==> config.mk <==
export PLATFORM = sky130hd
export DESIGN_NAME = hc_irq_aggr
export DESIGN_NICKNAME = d
export VERILOG_FILES = /design/src/rtl/hc_irq_pkg.sv /design/src/rtl/hc_irq_status.sv /design/src/rtl/hc_irq_thresh.sv /design/src/rtl/hc_irq_gate.sv /design/src/rtl/hc_irq_aggr.sv
export SDC_FILE = /design/constraint.sdc
export NUM_CORES = 1
export LEC_CHECK = 0
export ABC_CLOCK_PERIOD_IN_PS = 4500
export BUFFER_PORTS_ARGS = -buffer_cell sky130_fd_sc_hd__clkbuf_2
export CORE_AREA = 2 2 57 59
export DETAILED_ROUTE_END_ITERATION = 16
export DIE_AREA = 0 0 59 61
export GPL_TIMING_DRIVEN = 1
export HOLD_SLACK_MARGIN = 0.02
export PLACE_DENSITY = 0.85
export SLEW_MARGIN = 10
export SYNTH_ARGS = -nofsm -noshare
export SYNTH_HDL_FRONTEND = slang
export SYNTH_SLANG_ARGS = --single-unit
==> constraint.sdc <==
create_clock -name clk -period 4.5 [get_ports clk]
set_input_delay 0.225 -clock clk [delete_from_list [all_inputs] [get_ports clk]]
set_output_delay 0.225 -clock clk [all_outputs]
set_load 0.03 [all_outputs]
==> src/rtl/hc_irq_pkg.sv <==
package hc_irq_pkg;

    localparam int NSRC        = 6;
    localparam int REG_W       = 32;
    localparam int THR_SEL_W   = 3;
    localparam int THR_MAX_LOG = 6;
    localparam int CNT_W       = THR_MAX_LOG;

    typedef logic [NSRC-1:0] src_vec_t;

    // positions 2 (port change), 3 (rollover), 4 (system error) fire at once
    localparam src_vec_t IMM_MASK = 6'b011100;
    localparam src_vec_t DEF_MASK = ~IMM_MASK;

    typedef enum logic {
        REG_ENABLE = 1'b0,
        REG_STATUS = 1'b1
    } reg_sel_e;

    typedef struct packed {
        logic             wr;
        reg_sel_e         sel;
        logic [REG_W-1:0] data;
    } reg_req_t;

    // number of ticks per threshold interval
    function automatic logic [CNT_W:0] thr_limit(input logic [THR_SEL_W-1:0] s);
        if (int'(s) > THR_MAX_LOG)
            return (CNT_W+1)'(1) << THR_MAX_LOG;
        return (CNT_W+1)'(1) << s;
    endfunction

endpackage

==> src/rtl/hc_irq_status.sv <==
module hc_irq_status
    import hc_irq_pkg::*;
(
    input  logic     clk,
    input  logic     rst,
    input  src_vec_t evt_i,
    input  src_vec_t clr_i,
    output src_vec_t st_o
);

    src_vec_t st_q;

    for (genvar i = 0; i < NSRC; i++) begin : g_bit
        always_ff @(posedge clk) begin
            if (rst)
                st_q[i] <= 1'b0;
            else if (evt_i[i])
                st_q[i] <= 1'b1;          // event has priority over clear
            else if (clr_i[i])
                st_q[i] <= 1'b0;
        end
    end

    assign st_o = st_q;

    // an event always leaves its bit set
    p_evt_sets_r4: assert property (@(posedge clk) disable iff (rst)
        (|evt_i) |=> ((st_q & $past(evt_i)) == $past(evt_i)));

    // a bit only falls after a software clear
    p_no_selfclear_r5: assert property (@(posedge clk) disable iff (rst)
        (($past(st_q) & ~st_q & ~$past(clr_i)) == '0));

endmodule

==> src/rtl/hc_irq_thresh.sv <==
module hc_irq_thresh
    import hc_irq_pkg::*;
(
    input  logic                 clk,
    input  logic                 rst,
    input  logic                 tick_i,
    input  logic [THR_SEL_W-1:0] sel_i,
    output logic                 strobe_o
);

    logic [CNT_W-1:0] cnt_q;
    logic [CNT_W:0]   limit;
    logic             last;

    assign limit    = thr_limit(sel_i);
    assign last     = ({1'b0, cnt_q} >= (limit - 1'b1));
    assign strobe_o = tick_i & last;

    always_ff @(posedge clk) begin
        if (rst)
            cnt_q <= '0;
        else if (tick_i)
            cnt_q <= last ? '0 : cnt_q + 1'b1;
    end

    // the counter restarts after each boundary
    p_wrap_r7: assert property (@(posedge clk) disable iff (rst)
        strobe_o |=> (cnt_q == '0));

    // a non-boundary tick advances the count by one
    p_step_r7: assert property (@(posedge clk) disable iff (rst)
        (tick_i && !strobe_o) |=> (cnt_q == $past(cnt_q) + 1'b1));

endmodule

==> src/rtl/hc_irq_gate.sv <==
module hc_irq_gate
    import hc_irq_pkg::*;
(
    input  logic     clk,
    input  logic     rst,
    input  src_vec_t st_i,
    input  src_vec_t en_i,
    input  logic     strobe_i,
    output logic     irq_o
);

    src_vec_t qual;
    src_vec_t armed_q;
    src_vec_t armed_d;
    logic     irq_d;
    logic     irq_q;

    assign qual    = st_i & en_i;
    // batched causes stay armed only while still qualified
    assign armed_d = qual & DEF_MASK & (armed_q | {NSRC{strobe_i}});
    assign irq_d   = (|(qual & IMM_MASK)) | (|armed_d);

    always_ff @(posedge clk) begin
        if (rst) begin
            armed_q <= '0;
            irq_q   <= 1'b0;
        end else begin
            armed_q <= armed_d;
            irq_q   <= irq_d;
        end
    end

    assign irq_o = irq_q;

    // urgent enabled cause raises the line on the next edge
    p_imm_fire_r6: assert property (@(posedge clk) disable iff (rst)
        (|(st_i & en_i & IMM_MASK)) |=> irq_o);

    // no line without an enabled, set cause in the prior cycle
    p_no_spurious_r8: assert property (@(posedge clk) disable iff (rst)
        irq_o |-> $past(|(st_i & en_i)));

    // a rise without an urgent cause needs a boundary strobe
    p_defer_wait_r7: assert property (@(posedge clk) disable iff (rst)
        ($rose(irq_o) && !$past(|(st_i & en_i & IMM_MASK))) |-> $past(strobe_i));

endmodule

==> src/rtl/hc_irq_aggr.sv <==
module hc_irq_aggr
    import hc_irq_pkg::*;
(
    input  logic                 clk,
    input  logic                 rst,
    input  logic                 tick_i,
    input  logic [THR_SEL_W-1:0] thr_sel_i,
    input  logic [NSRC-1:0]      evt_i,
    input  logic                 reg_wr_i,
    input  logic                 reg_sel_i,
    input  logic [REG_W-1:0]     reg_wdata_i,
    output logic [REG_W-1:0]     reg_rdata_o,
    output logic                 irq_o
);

    reg_req_t req;
    src_vec_t en_q;
    src_vec_t st;
    src_vec_t clr;
    logic     strobe;
    logic     unused_hi;

    assign req.wr   = reg_wr_i;
    assign req.sel  = reg_sel_e'(reg_sel_i);
    assign req.data = reg_wdata_i;

    assign unused_hi = ^req.data[REG_W-1:NSRC];

    always_ff @(posedge clk) begin
        if (rst)
            en_q <= '0;
        else if (req.wr && req.sel == REG_ENABLE)
            en_q <= req.data[NSRC-1:0];
    end

    assign clr = (req.wr && req.sel == REG_STATUS) ? req.data[NSRC-1:0] : '0;

    always_comb begin
        reg_rdata_o = '0;
        if (req.sel == REG_STATUS)
            reg_rdata_o[NSRC-1:0] = st;
        else
            reg_rdata_o[NSRC-1:0] = en_q;
    end

    hc_irq_status u_status (
        .clk   (clk),
        .rst   (rst),
        .evt_i (evt_i),
        .clr_i (clr),
        .st_o  (st)
    );

    hc_irq_thresh u_thresh (
        .clk      (clk),
        .rst      (rst),
        .tick_i   (tick_i),
        .sel_i    (thr_sel_i),
        .strobe_o (strobe)
    );

    hc_irq_gate u_gate (
        .clk      (clk),
        .rst      (rst),
        .st_i     (st),
        .en_i     (en_q),
        .strobe_i (strobe),
        .irq_o    (irq_o)
    );

    // an enable write lands in the next cycle
    p_en_write_r2: assert property (@(posedge clk) disable iff (rst)
        (reg_wr_i && !reg_sel_i) |=> (en_q == $past(reg_wdata_i[NSRC-1:0])));

endmodule

==> impl_metrics.json <==
{
  "outcome": "complete, no violations",
  "holdCritPathClass": "in -> reg",
  "ant_nets": 0,
  "fp.dieArea_um2": 3599,
  "ys_types": 33,
  "antenna_cells": 0,
  "regArea_um2": 440.4,
  "instances_no_fill": 206,
  "cts_resized": 0,
  "multi_input_comb_area_um2": 713.2,
  "first_iter_violations": 20,
  "worstPathRequired_ns": 4.74,
  "wl_per_cell_um": 10.48,
  "critical_path_class": "reg -> reg",
  "grt_pass1_vias": 852,
  "routed_wl_mm": 2.158,
  "cp-end-kind": "register",
  "async_flop_share_pct": 0,
  "tightest_slew_ns": 0.6945,
  "htree_levels": 1,
  "min_to": "u_status.st_o[1]",
  "max-cap-violations": 0,
  "synth-seq-cells": 22,
  "p_sw_mw": 0.1298,
  "reg2reg_slack_ns": 2.96,
  "io_pins": 79,
  "finalSetupViolCount": 0,
  "min_period_ns": 1.541,
  "use_met1_pct": 14.21,
  "gp_congestion": 0.8068,
  "ir_drop_v": 0.0001626,
  "rr_startpoint": "u_thresh.cnt_q[0]",
  "met3_usage_pct": 2.772,
  "p_int_mw": 0.3212,
  "remaining_drc_errors": 0,
  "tns_ns": 0,
  "critPathLaunchType": "register",
  "p_sw_share_pct": 28.77,
  "fmax_mhz": 648.9,
  "met2_usage_pct": 23.17,
  "first_pass_iters": 4,
  "relSlewSlack_pct": 53.61,
  "hpwl_mm": 1.721,
  "fp.dieH_um": 61,
  "clockRootBuffer": "clkbuf_4",
  "yosysWarnings": 0,
  "dr_total_vias": 957,
  "fin_nets": 227,
  "total_leakage_power_nw": 0.6454,
  "clk_pin_slew_worst_paths_ns": 0.13,
  "die_w_um": 59,
  "power.density_nw_per_um2": 323.0,
  "worstRegToRegCells": 6,
  "grt-ovfl-total": 0,
  "final_cell_mix": "26 x conb_1, 26 x clkbuf_2, 22 x dfxtp_1",
  "antenna_found_initial": 0,
  "clock_path_buffers": 2,
  "worstPathArrival_ns": 1.78,
  "fin_skew_ns": 0.01568,
  "row_count": 20,
  "insertion_delay_ns": 0.31,
  "hold_depth": 3,
  "placed_cells": 202,
  "initial_utilization_pct": 44.36,
  "numPortBuffers": 26,
  "cts_tree": "done",
  "ys.flop_type": "dfxtp_1",
  "min_period_over_period_pct": 34.24,
  "clkPwrFrac_pct": 32.9,
  "yosysSeqAreaShare_pct": 33.62,
  "avgSynthCellArea_um2": 8.733,
  "numCtsBuffers": 3,
  "via_per_inst": 4.646,
  "min_from": "evt_i[1]",
  "clock_sink_count": 22,
  "drive_gt1_share_pct": 24.28,
  "post-cts-setup-buffers": 0,
  "grt_use_total_pct": 12.48,
  "rsz0062_at_grt": "false",
  "grt_first_pass_wirelength_mm": 3.450,
  "synth-edff-count": 0,
  "n_fill_cell": 294,
  "area_delta_synth_final_pct": 6.590,
  "hold_violations": 0,
  "coreArea_um2": 2953,
  "cts_hold_buf": 0,
  "syn_area_um2": 1310,
  "r2r_end": "u_thresh.cnt_q[2]",
  "grt_start_max_net_pins": 18,
  "p_comb_share_pct": 20.4,
  "maxSlewViolCount": 0,
  "cp_max_fo": 6,
  "busiest_layer": "met2",
  "p_seq_share_pct": 46.7,
  "synthesis.instances": 150
}
## synth_stat cells, types with 3 or more instances
cell type	instances	share of area (%)
a211oi_1	3	1.7
a21oi_1	9	3.4
buf_4	27	15
dfxtp_1	22	34
ha_1	7	6.7
inv_1	5	1.4
mux2_2	6	5.2
mux2i_1	7	5.3
nand2_1	15	4.3
nor2_1	20	5.7
xor2_1	3	2.0
## sequential cells by signal, indices dropped and copies added, names as in the netlist
name	cells
en_q	6
u_status.st_o	6
u_thresh.cnt_q	6
u_gate.armed_q	3
u_gate.irq_o	1
## critical path: stages, from the launching register on
cell and delay [ns]:
dfxtp_1 0.41, inv_1 0.06, ha_1 0.29, nor2b_1 0.12, o21ai_1 0.13, a211o_4 0.38
nor2_1 0.11
## per-layer routing
layer	share of wire [%]	vias up
met5	0	-
met4	0.97	0
met3	5.3	2
met2	53	29
met1	41	430
li1	-	496
## kinds of logic (layout without fill, tap and decap cells)
group / after synthesis / after routing / share of synthesized area (%)
adder cells (fa/ha/maj): 7 / 7 / 6.685
flip-flops: 22 / 22 / 33.62
XOR/XNOR: 5 / 5 / 3.343
buffers and inverters: 37 / 35 / 19.10
multiplexers: 13 / 13 / 10.51
AO/OA/AOI/OAI: 21 / 21 / 11.46
AND/OR/NAND/NOR: 44 / 44 / 14.99
other: 1 / 26 / 0.2863
## final cells by class
cell class / count / share of cell area (%)
Inverter: 5 / 1.344
Sequential cell: 22 / 31.54
Tap cell: 33 / 2.957
Clock buffer: 3 / 1.613
Multi-Input combinational cell: 116 / 51.08
Timing Repair Buffer: 26 / 9.319
Clock inverter: 1 / 2.151
## worst max-delay path by stage
stage / from / to / slack (ns)
2_1_floorplan: thr_sel_i[0] / u_thresh.cnt_q[0] / 2.94
3_3_place_gp: thr_sel_i[0] / u_thresh.cnt_q[1] / 2.77
3_5_place_dp: thr_sel_i[0] / u_thresh.cnt_q[2] / 2.74
4_1_cts: u_thresh.cnt_q[0] / u_thresh.cnt_q[2] / 2.95
5_1_grt: u_thresh.cnt_q[0] / u_thresh.cnt_q[0] / 2.81
6_report: u_thresh.cnt_q[0] / u_thresh.cnt_q[2] / 2.96
## per-stage QoR
stage / util (%) / instance area, µm² / hold WS, ns / power [mW] / setup WS [ns]
3_5_place_dp: 45.51 / 1344 / 0.4405 / 0.3070 / 2.736
4_1_cts: 47.29 / 1396 / 0.1156 / 0.4537 / 2.946
5_1_grt: 47.29 / 1396 / 0.1260 / 0.4673 / 2.812
6_report: 47.29 / 1396 / 0.1142 / 0.4510 / 2.959
3_3_place_gp: 45.51 / 1344 / 0.4313 / 0.3048 / 2.768
2_1_floorplan: - / 1404 / 0.3424 / 0.3059 / 2.940
## power by group through the flow
stage / sequential (mW) / combinational, mW / clock (mW)
6_report: 0.211 / 0.0919 / 0.148
5_1_grt: 0.212 / 0.101 / 0.154
3_3_place_gp: 0.215 / 0.0902 / 0
4_1_cts: 0.211 / 0.0924 / 0.151
3_5_place_dp: 0.215 / 0.0920 / 0
2_1_floorplan: 0.213 / 0.0926 / 0
(Power assumes the default switching activity.)
